==> src/rtl/clkdiv_pkg.sv <==
package clkdiv_pkg;
    localparam int HS_CODE_W  = 3;
    localparam int HS_RATIO_W = 4;

    // Sparse high-speed ratio set; holes fall back to the largest ratio.
    function automatic logic [HS_RATIO_W-1:0] hs_ratio_f(input logic [HS_CODE_W-1:0] code);
        case (code)
            3'b000:  hs_ratio_f = 4'd4;
            3'b001:  hs_ratio_f = 4'd5;
            3'b010:  hs_ratio_f = 4'd6;
            3'b011:  hs_ratio_f = 4'd7;
            3'b101:  hs_ratio_f = 4'd9;
            default: hs_ratio_f = 4'd11;
        endcase
    endfunction

    function automatic logic hs_unused_f(input logic [HS_CODE_W-1:0] code);
        hs_unused_f = (code == 3'b100) || (code == 3'b110);
    endfunction
endpackage

==> src/rtl/n1_decode.sv <==
module n1_decode #(
    parameter int CODE_W  = 7,
    localparam int RATIO_W = CODE_W + 1
) (
    input  logic [CODE_W-1:0]  code_i,
    output logic [RATIO_W-1:0] ratio_o
);
    logic [RATIO_W-1:0] plus_one;

    always_comb begin
        plus_one = {1'b0, code_i} + RATIO_W'(1);
        // code even and nonzero -> odd ratio above one -> raise to even
        if (code_i != '0 && !code_i[0]) begin
            ratio_o = plus_one + RATIO_W'(1);
        end else begin
            ratio_o = plus_one;
        end
    end
endmodule

==> src/rtl/wrap_counter.sv <==
module wrap_counter #(
    parameter int W = 4
) (
    input  logic         clk_i,
    input  logic         rst_ni,
    input  logic         restart_i,
    input  logic         adv_i,
    input  logic [W-1:0] ratio_i,
    output logic [W-1:0] cnt_d_o,
    output logic         wrap_o
);
    logic [W-1:0] cnt_d, cnt_q;
    logic         at_end;

    always_comb begin
        at_end = (cnt_q == ratio_i - W'(1));
        wrap_o = adv_i && !restart_i && at_end;
        cnt_d  = cnt_q;
        if (restart_i) begin
            cnt_d = '0;
        end else if (adv_i) begin
            cnt_d = at_end ? '0 : cnt_q + W'(1);
        end
        cnt_d_o = cnt_d;
    end

    always_ff @(posedge clk_i or negedge rst_ni) begin
        if (!rst_ni) cnt_q <= '0;
        else         cnt_q <= cnt_d;
    end
endmodule

==> src/rtl/dual_stage_clkdiv.sv <==
module dual_stage_clkdiv
    import clkdiv_pkg::*;
#(
    parameter int N1_CODE_W = 7,
    parameter logic [HS_CODE_W-1:0] RST_HS_CODE = 3'b000,
    parameter logic [N1_CODE_W-1:0] RST_N1_CODE = '0,
    localparam int N1_RATIO_W = N1_CODE_W + 1
) (
    input  logic                 clk_i,
    input  logic                 rst_ni,
    input  logic [HS_CODE_W-1:0] hs_code_i,
    input  logic [N1_CODE_W-1:0] n1_code_i,
    input  logic                 apply_i,
    input  logic                 freeze_i,
    output logic                 clk_o,
    output logic                 code_err_o
);
    typedef struct packed {
        logic [HS_RATIO_W-1:0] hs_ratio;
        logic [N1_RATIO_W-1:0] n1_ratio;
        logic                  err;
        logic                  out;
    } ctl_t;

    ctl_t ctl_d, ctl_q;

    logic                  load;
    logic [N1_RATIO_W-1:0] n1_live, n1_rst;
    logic [HS_RATIO_W-1:0] hs_cnt_d, half_hs;
    logic [N1_RATIO_W-1:0] n1_cnt_d, half_n1;
    logic                  hs_wrap, n1_wrap_unused;
    logic [HS_RATIO_W-1:0] hs_ratio_w;
    logic [N1_RATIO_W-1:0] n1_ratio_w;

    assign load = apply_i && !freeze_i;

    n1_decode #(.CODE_W(N1_CODE_W)) u_dec_live (.code_i(n1_code_i),   .ratio_o(n1_live));
    n1_decode #(.CODE_W(N1_CODE_W)) u_dec_rst  (.code_i(RST_N1_CODE), .ratio_o(n1_rst));

    wrap_counter #(.W(HS_RATIO_W)) u_hs_stage (
        .clk_i     (clk_i),
        .rst_ni    (rst_ni),
        .restart_i (load),
        .adv_i     (1'b1),
        .ratio_i   (ctl_q.hs_ratio),
        .cnt_d_o   (hs_cnt_d),
        .wrap_o    (hs_wrap)
    );

    wrap_counter #(.W(N1_RATIO_W)) u_n1_stage (
        .clk_i     (clk_i),
        .rst_ni    (rst_ni),
        .restart_i (load),
        .adv_i     (hs_wrap),
        .ratio_i   (ctl_q.n1_ratio),
        .cnt_d_o   (n1_cnt_d),
        .wrap_o    (n1_wrap_unused)
    );

    always_comb begin
        ctl_d   = ctl_q;
        half_hs = (ctl_q.hs_ratio + HS_RATIO_W'(1)) >> 1;
        half_n1 = ctl_q.n1_ratio >> 1;
        if (load) begin
            ctl_d.hs_ratio = hs_ratio_f(hs_code_i);
            ctl_d.n1_ratio = n1_live;
            ctl_d.err      = ctl_q.err || hs_unused_f(hs_code_i);
        end
        // Counter next values are zero on a load, which always yields high.
        if (ctl_q.n1_ratio == N1_RATIO_W'(1)) begin
            ctl_d.out = (hs_cnt_d < half_hs);
        end else begin
            ctl_d.out = (n1_cnt_d < half_n1) || load;
        end
        if (load) ctl_d.out = 1'b1;
    end

    always_ff @(posedge clk_i or negedge rst_ni) begin
        if (!rst_ni) begin
            ctl_q.hs_ratio <= hs_ratio_f(RST_HS_CODE);
            ctl_q.n1_ratio <= n1_rst;
            ctl_q.err      <= 1'b0;
            ctl_q.out      <= 1'b1;
        end else begin
            ctl_q <= ctl_d;
        end
    end

    assign clk_o      = ctl_q.out;
    assign code_err_o = ctl_q.err;
    assign hs_ratio_w = ctl_q.hs_ratio;
    assign n1_ratio_w = ctl_q.n1_ratio;
endmodule

==> config.mk <==
export PLATFORM = sky130hd
export DESIGN_NAME = dual_stage_clkdiv
export DESIGN_NICKNAME = d
export VERILOG_FILES = /design/src/rtl/clkdiv_pkg.sv /design/src/rtl/n1_decode.sv /design/src/rtl/wrap_counter.sv /design/src/rtl/dual_stage_clkdiv.sv
export SDC_FILE = /design/constraint.sdc
export NUM_CORES = 1
export LEC_CHECK = 0
export BUFFER_PORTS_ARGS = -buffer_cell sky130_fd_sc_hd__clkbuf_2
export CAP_MARGIN = 20
export CELL_PAD_IN_SITES_DETAIL_PLACEMENT = 0
export CELL_PAD_IN_SITES_GLOBAL_PLACEMENT = 1
export CORE_MARGIN = 2
export CORE_UTILIZATION = 46
export DETAILED_ROUTE_END_ITERATION = 6
export PLACE_DENSITY_LB_ADDON = 0.2
export SLEW_MARGIN = 20
export SYNTH_ARGS = -nofsm -noshare
export SYNTH_HDL_FRONTEND = slang
export SYNTH_SLANG_ARGS = --single-unit
==> constraint.sdc <==
create_clock -name clk_i -period 5.1 [get_ports clk_i]
set_clock_uncertainty 0.15 [all_clocks]
set_input_delay 1.02 -clock clk_i [delete_from_list [all_inputs] [get_ports clk_i]]
set_output_delay 1.02 -clock clk_i [all_outputs]
set_load 0.02 [all_outputs]
# Yosys cells after proc, flatten, opt, wreduce, memory -nomap -nowiden
# Index checks and enable logic that the tools add are counted.
# totals
reg_bits	26
in_bits	14
output_inout_bits	2
wordCells	44
# classes
addsub	7
order_cmp	2
n_eq_ne	9
mux	9
reduce_logical	11
# op_table
operator	n
$mux W8	4
$pmux W4 S5	1
$add A8 B1 Y8 const B	2
$eq A3 B3 Y1 const B	3
$add A4 B1 Y4 const B	2
$add A7 B1 Y8 const B	1
$eq A8 B1 Y1 const B	1
$eq A8 B8 Y1	1
$lt A8 B7 Y1	1
$mux W4	2
$sub A8 B1 Y8 const B	1
$reduce_bool A7 Y1	1
$eq A3 B2 Y1 const B	2
$eq A4 B4 Y1	1
$lt A4 B3 Y1	1
$sub A4 B1 Y4 const B	1
$eq A3 B1 Y1 const B	1
$logic_and A1 B1 Y1	3
$logic_not A1 Y1	3
$logic_not A3 Y1	1
$logic_or A1 B1 Y1	3
$mux W1	2

# Logic depth before layout (Yosys ltp)
# Gate-level depths: netlist (run 1).
# logic_depth
word_depth	10
mapped_depth	15
ltp_nobuf	15

# Worst setup path before layout (run 1)
# Ideal clock, no wire load.
# synth_path
path_kind	register -> register
startpoint	register ctl_q (netlist bit n1_ratio_w[2])
endpoint	register ctl_q (netlist bit clk_o)
setup_time_ns	0.086
arrival_time_ns	3.422
required_time_ns	4.864
slack_ns	1.442
stages_incl_launch_ff	15
n_path_buf	1
period_less_slack_ns	3.658
path_cell_list	dfrtp_1 -> buf_6 -> or4_1 -> or4_1 -> mux2i_1 -> a211oi_1 -> a311oi_4 -> nor2_1 -> ha_1 -> and4_1 -> o21ai_0 -> o211ai_1 -> a31oi_1 -> o2111a_1 -> a2111o_1
# synth_rtl
item	line_no	text
from (decl)	dual_stage_clkdiv.sv:25	ctl_t ctl_d, ctl_q;
from (signal assigned)	dual_stage_clkdiv.sv:85	ctl_q <= ctl_d;

==> results.txt, run 1 <==
The region available for standard cell placement spans 4090 µm². The minimum clock period after layout is 4040 ps, and the via count of the first global-routing pass is 1465. Total net switching power: 282 µW. Library cell used as clock root buffer: clkbuf_8. The max-slew violation total from the final report was 0.

The run gives 270 as the net count of the finished layout. The kind of capture point of the worst setup path was a flop. The met3 routing resource usage after global routing is 2.33%. The maximum clock frequency is 0.248 GHz. The top cell types in the final layout, fill and taps aside, are 23 x dfrtp_1, 22 x nand2_1, 21 x xnor2_1. Clock-pin slew was measured on the worst setup and hold paths at 90 ps. IR analysis of the VDD net gives a maximum drop of 0.116 mV. The largest individual stage delay along the critical path comes from the cell dfrtp_1. Once the clock tree was built, the setup fixing pass inserted 0 buffers.

Combinational cells account for 41.0% of the total power. The run gives 255 as the post-synth net total. The worst setup path is of the reg -> reg kind. Across every metal layer, demand over resource in global routing totals 17.5%. The number of diodes came out at 0. Post-CTS repair changed the size of 0 cells. Setup violations remaining at the end of the flow were counted as 0. The internal portion of the total power is 466 µW. The first-iteration detailed-routing DRC count is 54, and the mean number of vias per cell is 5.42. After global routing, the most crowded layer is met2.

For the pin with the worst max-slew slack, the measured transition is 612 ps. Including well taps, the total number of placed cells is 284. The mapped netlist covers 1990 µm². The initialized floorplan defines 23 standard-cell rows. The first-pass GRT wire length is 6.88 mm, and the sum of negative setup slack is 0 ps. The initial utilization of the core area, before any placement, comes to 48.7%. The final number of hold-violating endpoints came out at 0.

Headroom to the max-slew limit came out at 58.2%. Traced cell by cell, the critical path runs through inv_1, ha_1, xnor3_1, nand3_1, nor2_1, a31oi_1, a311oi_4, nor2_1, ha_1, and4_1, o21ai_0, o211ai_1, a31oi_1, o2111a_1, a2111o_1. The area growth from synthesis to layout is 8.74%. Remaining antenna violation count after routing: 0. During synthesis, Yosys emitted a total of 0 warnings.

Class of the most critical hold timing path: reg -> reg. Once layout is done, the placed cells without fillers occupy 2160 µm². The number of maximum-capacitance constraint violations came out at 0.

Broken down by cell family, the worst path's largest delay share belongs to compound AO/OA/AOI/OAI gates. The die outline width was 69.8 µm; the final global-route overflow total was 0. The wire length after detailed routing was 4.01 mm; the ratio of total power to cell area was 346 nW/µm². The placed instances occupy a cell area of 2110 µm². At the end of routability-driven placement, the weighted congestion stood at 0.836. 16 I/O pins were placed. The logs give 224 for the synthesized instance count and 42 for the distinct cell type count after synthesis.

Hold timing on the final database bottoms out at a slack of 335 ps. Leaving out fill and tap cells, the most frequent cell in the layout is dfrtp_1. The design draws 748 µW. The tools report the CTS sink count as 26. The flow ran to the end, and the final reports show no timing, DRC or antenna violations. The hold buffer count at cts was 0.

TritonCTS built the clock tree. The pin count of the biggest net entering global routing came out at 27. Of all nets on the critical path, the largest fanout is 9. The port buffer count came out at 15. The primary flip-flop cell chosen by synthesis mapping was dfrtp_1.

In this run, the clock network consumes 18.2% of the power. Counting flops with an async set or reset pin after synthesis yields a share of 100%. The non-filler instance count after layout was 288; the detailed-router iteration count before antenna repair was 4. Clock tree synthesis inserted a total of 3 buffers. The run gives 0.000976 µW as the leakage power summed over all cells. Cells with a size suffix above 1 make up 10.9% of the layout. Setup repair after global routing left no endpoint under its margin. In this design, the stage delay of the slowest critical-path cell is 430 ps.

STA classifies the critical path startpoint as a flop. The clock latency reported for the late side of the worst-skew pair is 270 ps. Detailed placement finished with a half-perimeter wire length of 3.22 mm.

Data on the critical path arrives at its endpoint at 4090 ps. The count of flip-flops with a built-in enable after synthesis is 0. In this run switching power makes up 37.7% of total power. The number of antenna violations at the first check in global routing is 0, and the number of buffers between clock root and the deepest sink is 2. The sequential area share after synthesis is 32.9%.

The die height was 69.8 µm; the portion of total power attributed to sequential cells was 40.8%. The required time at the endpoint of the critical path is 5150 ps. The met2 usage in global routing was 27.7%. The routed layout has 1561 vias. The final critical path takes up 79.2% of the cycle. Dividing the detail-routed wire length by the instance count gives 13.9 µm. The level count of the clock H-tree came out at 1. The met1 usage came out at 24.9%. The floorplan step defined a die boundary enclosing 4870 µm². The average cell area after synthesis came out at 8.88 µm².

Counting flops and latches in the post-synthesis netlist gives 26. The total DRC errors in the routed layout was 0; the buffers plus inverters on the worst setup path was 1.
==> cell usage after synthesis, drive strengths merged, types with 3 or more instances <==
cell     n  share of area, %
nand2b   5               1.6
o21ai   17               4.3
inv     16               3.0
nand3    9               2.3
nor2    15               2.8
o21a     3               1.1
nand2   22               4.2
a21oi    5               1.3
a21o     3               1.1
mux2i    3               1.5
clkbuf   6               1.1
nor2b    5               1.6
xnor2   21               9.2
nor4     4               1.3
xor2    11               4.8
dfrtp   23                29
dfstp    3               4.0
nor3     7               1.8
ha      17                11
==> worst paths after layout <==
path / startpoint / end / slack (ps) / depth (start not counted)
max in group asynchronous: rst_ni / n1_ratio_w[2] / 3780 / 1
setup reg to reg: hs_ratio_w[0] / clk_o / 1060 / 15
hold / removal: code_err_o / code_err_o / 330 / 1
min in group asynchronous: rst_ni / u_n1_stage.cnt_q[1] / 600 / 1
setup / recovery: hs_ratio_w[0] / clk_o / 1060 / 15
hold reg to reg: code_err_o / code_err_o / 330 / 1
==> per-layer routing <==
layer,up-vias,wire [µm]
li1,805,-
met1,729,1970
met2,24,1890
met3,3,120
met4,0,30
met5,-,0
==> power groups by stage <==
stage | combinational [µW] | clock [µW] | sequential [µW]
6_report | 306 | 136 | 305
5_1_grt | 352 | 152 | 315
3_3_place_gp | 309 | 0 | 309
3_5_place_dp | 309 | 0 | 310
4_1_cts | 311 | 141 | 306
2_1_floorplan | 256 | 0 | 289
==> metrics by stage <==
step                util, %  setup WS, ps
floorplan                 -          1440
global placement       51.6          1080
detailed placement     51.6          1050
CTS                    52.9          1040
global route           52.9           776
finish                 52.9          1060
==> registers in the layout, indices dropped and copies added, names as in the netlist <==
name / flops
clk_o: 1
code_err_o: 1
hs_ratio_w: 4
n1_ratio_w: 8
u_hs_stage.cnt_q: 4
u_n1_stage.cnt_q: 8
==> worst register-to-register path: cells and delay by family (launching register included) <==
family,cells,cell delay (ps)
buffers and inverters,1,80
AOI/OAI and AO/OA,7,1530
and+or+nand+nor,4,840
adders and majority gates,2,550
DFF,1,430
xor gates and xnor gates,1,380
==> area by class of cell <==
| class | count | area (µm²) |
|---|---|---|
| clock buffer | 4 | 55.1 |
| fill | 390 | 1920 |
| inverter | 16 | 60.1 |
| multi-input combinational | 175 | 1240 |
| sequential | 26 | 654 |
| tap | 50 | 62.6 |
| timing repair buffer | 17 | 90.1 |
==> kinds of logic after synthesis <==
group           Yosys count  synth area share, %
xor+xnor                 33                 15.2
compound gates           44                 15.2
buf+inv                  23                 4.72
flops                    26                 32.9
simple gates             77                 19.2
fa+ha+maj                17                 10.7
mux                       4                 2.08
Power figures use the tool's default switching activity.
==> run 2, diff against run 1 <==
- clock period: 5.1 -> 3.98 ns (I/O delays scaled with it)
==> run 2 against run 1 <==
Final cell count is 3.1% higher. Worst hold slack better by 1.2 ps. Critical path depth is 2 lower. Non-clock buffer count is 8 higher. Critical endpoint unchanged. First-iteration DRC count is 30% higher. Critical path type unchanged. Largest power group unchanged. Global-route usage is 0.61 points higher.
==> results.txt, run 2 (synthesis results as in run 1) <==
The flow ran to the end, and the final reports show no timing, DRC or antenna violations. For the number of placement rows, the log shows 23. The via count of the first global-routing pass was 1514; the CTS sink count was 26.

Cells with a size suffix above 1 make up 14.6% of the layout. The library cells used most frequently in the layout, excluding fill and tap cells, are 23 x dfrtp_1, 22 x nand2_1, 21 x xnor2_1. Ratio of total power to cell area: 462 nW/µm². Including well taps, the total number of placed cells is 290. The arrival time reported for the critical path endpoint was 3840 ps.

The tools report the filler cell count in the final layout as 373. For this run the aggregate overflow at the end of global routing stands at 0. Before antenna repair, the detailed router went through 4 iterations. The run gives 7.10 mm as the first-pass GRT wire length. At the placement stage, the worst setup path has a slack of 150 ps. At the pin with the least slew margin, the transition time is 646 ps. The HPWL after detailed placement was 3.26 mm; the worst supply voltage drop on vdd was 0.145 mV. The largest stage delay on the critical path came out at 520 ps. Port buffering added 15 buffers. In the final routed layout, each cell accounts on average for 14.3 µm.

Summing over every cut layer, the via total after detailed routing is 1630. Hold is met by 336 ps. The clock latency reported for the late side of the worst-skew pair is 280 ps, and the clock transition at the registers of the reported paths is 100 ps.

Walking the worst path, the cells encountered are or4_1, or4_1, mux2i_1, a211oi_2, a311oi_4, nor2_1, ha_1, and4_1, o21ai_0, o211ai_1, a31oi_1, o2111a_1, a2111o_1. The repair_antennas step left the layout with diodes totalling 0. TritonCTS created 3 clock buffers. The die covers 4870 µm². Once the floorplan was initialized, standard cells occupied 48.7% of the core. The sum of negative setup slack came out at 0 ps. For the max-slew violation total from the final report, the log shows 0. The cell that appears most often on the critical path is or4_1. The tools report the total DRC errors in the routed layout as 0. The remaining antenna violation count after routing is 0, and the die outline width is 69.8 µm.

The run gives 0 as the number of antenna violations at the first check in global routing. The leakage power summed over all cells is 0.00103 µW. The setup slack of the critical path after layout came out at 205 ps. Gate family responsible for the most delay along the worst path: compound AO/OA/AOI/OAI gates. For the final weighted congestion in routability-driven placement, the log shows 0.844. The most frequent standard cell in the layout excluding fill and tap cells is dfrtp_1. For the final number of hold-violating endpoints, the log shows 0.

Global routing used 18.1% of the available tracks across all layers. In this run the count of I/O pins placed on the die edge is 16. Counting along the longest clock path gives a buffer depth of 2. The core region is 4090 µm². The path class of the tightest hold or removal check is reg -> reg. The routed design has 4.25 mm of wire. Counting both buffers and inverters, the worst setup path holds a total of 0. The net count of the finished layout is 279, and the worst slew margin relative to its limit is 56.9%. For the non-filler instance count after layout, the log shows 297. The type of the setup path with the least slack is reg -> reg. In this run, the number of DRC markers left after iteration 0 of detailed routing was 70. Setup violations remaining at the end of the flow were counted as 0.

Dividing the detail-routed via count by the number of cells gives 5.49. Startpoint type of the worst setup path: a flop. The area added between synthesis and finish works out to 13.6%. The run gives 0 as the number of maximum-capacitance constraint violations. CTS placed an instance of clkbuf_8 at the clock tree root. In this run the worst path has a maximum fanout of 7. The logs give 0.265 GHz for the maximum clock frequency and 1 for the level count of the clock H-tree. The routed design could run at a clock period as short as 3770 ps. The die height works out to 69.8 µm.

Setup repair after global routing left no endpoint under its margin. The tools report the kind of capture point of the worst setup path as a flop. Dividing the final minimum period by the clock period gives 94.8%.

The total design power was 1040 µW. The run gives 4040 ps as the required time at the endpoint of the critical path. TritonCTS built the clock tree. Pin count of the biggest net entering global routing: 27. Among all stages on the critical path, the largest delay is contributed by or4_1.
==> run 2: changes by cell type in the layout (fill, tap and decap cells not counted), sizes merged <==
cell	before	now
a311oi	1	2
buf	2	10
bufinv	0	1
clkbuf	19	18
==> run 2: final cells by class <==
class	instances	area [µm²]	area share (%)
flip-flops and latches	26	654	29.0
inverters	16	60.1	2.66
repair buffers	25	150	6.64
clock inverters	1	30.0	1.33
multi-input cells	176	1260	55.8
clock buffers	3	41.3	1.83
well taps	50	62.6	2.77
==> run 2: worst register-to-register path, stage by stage (launching register included) <==
cell and delay, ps:
dfstp_2 420, or4_1 520, or4_1 470, mux2i_1 190, a211oi_2 100, a311oi_4 330, nor2_1 120, ha_1 330
and4_1 190, o21ai_0 110, o211ai_1 180, a31oi_1 80, o2111a_1 150, a2111o_1 380
==> run 2: per-stage QoR <==
| stage | area, µm² | util [%] |
|---|---|---|
| finish | 2260 | 55.3 |
| floorplan | 1990 | - |
| CTS | 2220 | 54.4 |
| global placement | 2150 | 52.7 |
| detailed placement | 2150 | 52.7 |
| global route | 2260 | 55.3 |
==> run 2: worst paths after layout <==
check,from,slack (ps),depth (start not counted),end
worst min-delay path,code_err_o,340,1,code_err_o
worst min register to register,code_err_o,340,1,code_err_o
max in group asynchronous,rst_ni,2890,1,n1_ratio_w[1]
min in group asynchronous,rst_ni,380,1,u_n1_stage.cnt_q[6]
worst max register to register,n1_ratio_w[0],210,13,clk_o
worst max-delay path,n1_ratio_w[0],210,13,clk_o
==> run 2: metal layers <==
layer / wire [µm] / up-vias / global-route usage, %
li1: - / 831 / -
met3: 145 / 5 / 2.47
met2: 1990 / 33 / 28.9
met4: 47 / 0 / 5.77
met1: 2070 / 761 / 25.3
met5: 0 / - / 0
==> run 2: repair_timing <==
action                                  4_1_cts  5_1_grt
hold endpoints to repair                      0        0
hold buffers                                  0        0
endpoints found under the setup margin        0        1
buffers inserted                              0        2
gates resized for setup                       0        1
==> run 2: power by group <==
part           leakage [µW]  internal, µW  switching (µW)
Sequential         0.000325           318            65.0
Combinational      0.000666           210             228
Clock             0.0000357           135            88.5
==> run 3, diff against run 2 <==
- ABC_AREA: not set -> 1
- CORE_UTILIZATION: 46 -> 44
==> run 3 against run 2 <==
Routed wire length increased by 4.2%. Worst hold slack lost 8.8 ps. Combinational power rose by 1%. Critical endpoint unchanged. First-iteration DRC count grew 16%. Sequential power is essentially flat. Critical path depth rose by 6. Worst setup slack improved by 920 ps. Maximum frequency increased by 32%. Final cell count rose by 23%. Utilization shrank 5.4 points. Non-clock buffer count down 10.
==> results.txt, run 3 <==
The run finished with clean final reports. Worst hold slack after final layout: 327 ps. STA classifies the critical path startpoint as a flop. The count of cells along the worst hold path came out at 2.

Logic depth of the worst register-to-register path: 19. Yosys attributes the largest share of cell area to dfrtp_1 27%, nand2_1 14%, ha_1 10%, inv_1 7.0%, nor2_1 6.3%. In this run the worst path has a maximum fanout of 6.

Area added between synthesis and finish: 9.67%. After detailed routing, the number of remaining DRC violations is 0. CTS placed an instance of clkbuf_8 at the clock tree root.

Clock tree synthesis inserted a total of 3 buffers. The clock net in this run drives a total of 26 sinks. Total net switching power: 418 µW. The die footprint was 5430 µm². Counting along the longest clock path gives a buffer depth of 2.

The wire length after detailed routing came out at 4.43 mm. The transition at the pin with the smallest max-transition slack is 665 ps, and the share of the clock period used by the worst path after layout is 71.7%. The commonest cells after synthesis are 80 x nand2_1, 40 x inv_1, 36 x nor2_1. Once detail routing completed, the nets flagged for antenna violations numbered 0. The pre-antenna-repair detailed-routing pass consisted of 5 iterations. The level count of the clock H-tree is 1, and the aggregate global-route resource usage is 18.2%.

Routability-driven placement finished with a final weighted congestion of 0.838. The pin count of the biggest net entering global routing came out at 27. Once the floorplan was initialized, standard cells occupied 45.5% of the core. The final layout contains 344 nets. The tools report the beginning of the worst register-to-register path as n1_ratio_w[0]. TritonCTS built the clock tree.

The run gives 1751 as the overall via count from detail_route. In this run the post-CTS setup repair buffer count came out at 0. Worst supply voltage drop on vdd: 0.194 mV. Averaged over all synthesized cells, the footprint is 7.24 µm². The die outline width works out to 73.7 µm. The ratio of total power to cell area is 448 nW/µm², and the die height is 73.7 µm.

After synthesis, the largest area contributor takes up 26.9% of total cell area. The sum of negative setup slack came out at 0 ps. dfrtp_1 takes more of the synthesized area than any other cell.

The number of antenna diodes in the final layout is 0. The run gives 0.350 GHz as the maximum clock frequency. The path class of the tightest hold or removal check is reg -> reg. The most used flip-flop cell after synthesis is dfrtp_1. In the final layout, the share of cells above drive strength 1 is 16.0%. For flop-to-flop paths, the worst setup slack is 1120 ps. Clock latency on the worst-skew pair, taken at its later pin, is 270 ps. The internal portion of the total power is 630 µW. The library cells used most frequently in the layout, excluding fill and tap cells, are 80 x nand2_1, 40 x inv_1, 36 x nor2_1. The via count of the first global-routing pass is 1661.

The floorplan core area is 4690 µm². Setup repair after global routing left no endpoint under its margin. The final number of hold-violating endpoints is 0, and the cell area after technology mapping is 2140 µm². In this run, flip-flops and latches consume 36.5% of the power. Leaving out fill and tap cells, the most frequent cell in the layout is nand2_1. The required time at the endpoint of the critical path was 4040 ps.

In this run the tightest slew margin relative to its limit is 55.7%. For this run, asynchronously set or reset flops after synthesis account for 100%. The tools report the number of antenna violations at the first check in global routing as 0. After clock tree synthesis, the repair step resized 0 gates. In this run the most critical hold path is launched from code_err_o.

Hold buffer count at cts: 0. The tools report the number of placement rows as 25. The endpoint of the worst hold-timing path was code_err_o. In this run, distinct cell masters in the synthesized netlist total 35. Sequential cells were found to cover 30.6% of the synthesized design area.

The first global-routing pass estimated 7.58 mm of wire. The synthesized instance count is 295, and the final global-route overflow total is 0. The register bit total from synthesis was 26.

The HPWL after detailed placement is 3.69 mm. The logs give 42.3% for the combinational share of power and 0 for the number of maximum-capacitance constraint violations. The count of buffers added on input and output ports is 15.

Max-slew violation total from the final report: 0. The logs give 0 for the yosys synthesis warning count and 21.1% for the clock network fraction of design power. The number of I/O pins was 16; the number of failing setup endpoints in the final timing report was 0. The end of the worst register-to-register path is clk_o.

Synthesis produced a netlist with a net count of 326. In the final routed layout, each cell accounts on average for 12.1 µm. The minimum clock period after layout came out at 2860 ps.

The type of the setup path with the least slack was reg -> reg. The finished layout holds 366 standard cells, fillers aside. Clock-pin slew was measured on the worst setup and hold paths at 100 ps. Yosys instantiated no cell more often than nand2_1. Summed over all cells, the static leakage comes to 0.00126 µW. STA classifies the critical path endpoint as a flop. Data on the critical path arrives at its endpoint at 2910 ps. Using the TritonRoute via totals, the vias-per-cell ratio works out to 4.78. The switching share of power was 39.9%. Once placement completed, the tool counted placed cells totaling 362. The synthesized design contains 0 enable-type register cells.

The run gives 81 as the first-iteration detailed-routing DRC count.
-- run 3: cell count changes after synthesis, moves of 5 or more --
cell | previous run | this run
nand2_1 | 22 | 80
inv_1 | 16 | 40
nor2_1 | 15 | 36
xnor2_1 | 21 | 5
o21ai_0 | 17 | 6
inv_2 | 0 | 9
nor3_1 | 7 | 1
nand2b_1 | 5 | 0
nor2b_1 | 5 | 0
-- run 3: worst max-delay path: stages (launching register included) --
cell      delay (ps)
dfstp_2          580
inv_2             70
ha_1             300
inv_1             40
nand2_1           50
nand2_1           40
nor2_1           100
nand2_1           50
nor2_1            90
nand2_1           80
nor2_2           140
nand3_2           90
nand2_1          180
nor2_1           110
ha_1             320
inv_1             40
o211ai_1         170
nor2_1            70
nand2_1           70
nand2_1           40
-- run 3: metal layers --
| metal | vias to the layer above | part of all wire, % | GRT usage (%) |
|---|---|---|---|
| met5 | - | 0 | 0 |
| met4 | 0 | 1.2 | 5.45 |
| met3 | 4 | 5.1 | 1.78 |
| met2 | 51 | 45 | 29.4 |
| met1 | 738 | 49 | 25.8 |
| li1 | 958 | - | - |
-- run 3: through the flow --
stage	power [µW]	area, µm²	utilization [%]	worst slack [ps]
3_5_place_dp	836	2270	48.4	894
5_1_grt	1140	2340	49.9	862
6_report	1050	2340	49.9	1120
4_1_cts	1060	2340	49.9	1130
3_3_place_gp	832	2270	48.4	913
2_1_floorplan	727	2140	-	1480
-- run 3: logic make-up after synthesis --
kind of cell,synth area share [%]
adders and majority gates,9.96
buffers and inverters,10.1
AOI/OAI and AO/OA,6.56
xor gates and xnor gates,8.20
DFF,30.6
and+or+nand+nor,34.6
-- run 3: cell type report --
class                      instances  area (µm²)
clock buffer                       3        41.3
timing repair buffer              15        75.1
clock inverter                     1        30.0
tap                               54        67.6
sequential                        26         654
fill                             454        2350
inverter                          51         208
multi-input combinational        216        1270
-- run 3: power by group through the flow --
stage / logic [µW] / clock network, µW / registers (µW)
3_3_place_gp: 444 / 0 / 388
6_report: 444 / 221 / 383
3_5_place_dp: 448 / 0 / 389
4_1_cts: 448 / 228 / 384
5_1_grt: 510 / 244 / 390
2_1_floorplan: 353 / 0 / 373
-- run 3: how the worst max path moves through the flow --
stage | from | endpoint | slack (ps) | cells past startpoint
2_1_floorplan | n1_ratio_w[0] | clk_o | 1480 | 19
3_3_place_gp | apply_i | clk_o | 910 | 17
3_5_place_dp | freeze_i | clk_o | 890 | 16
4_1_cts | n1_ratio_w[0] | clk_o | 1130 | 19
5_1_grt | n1_ratio_w[0] | clk_o | 860 | 19
6_report | n1_ratio_w[0] | clk_o | 1120 | 19
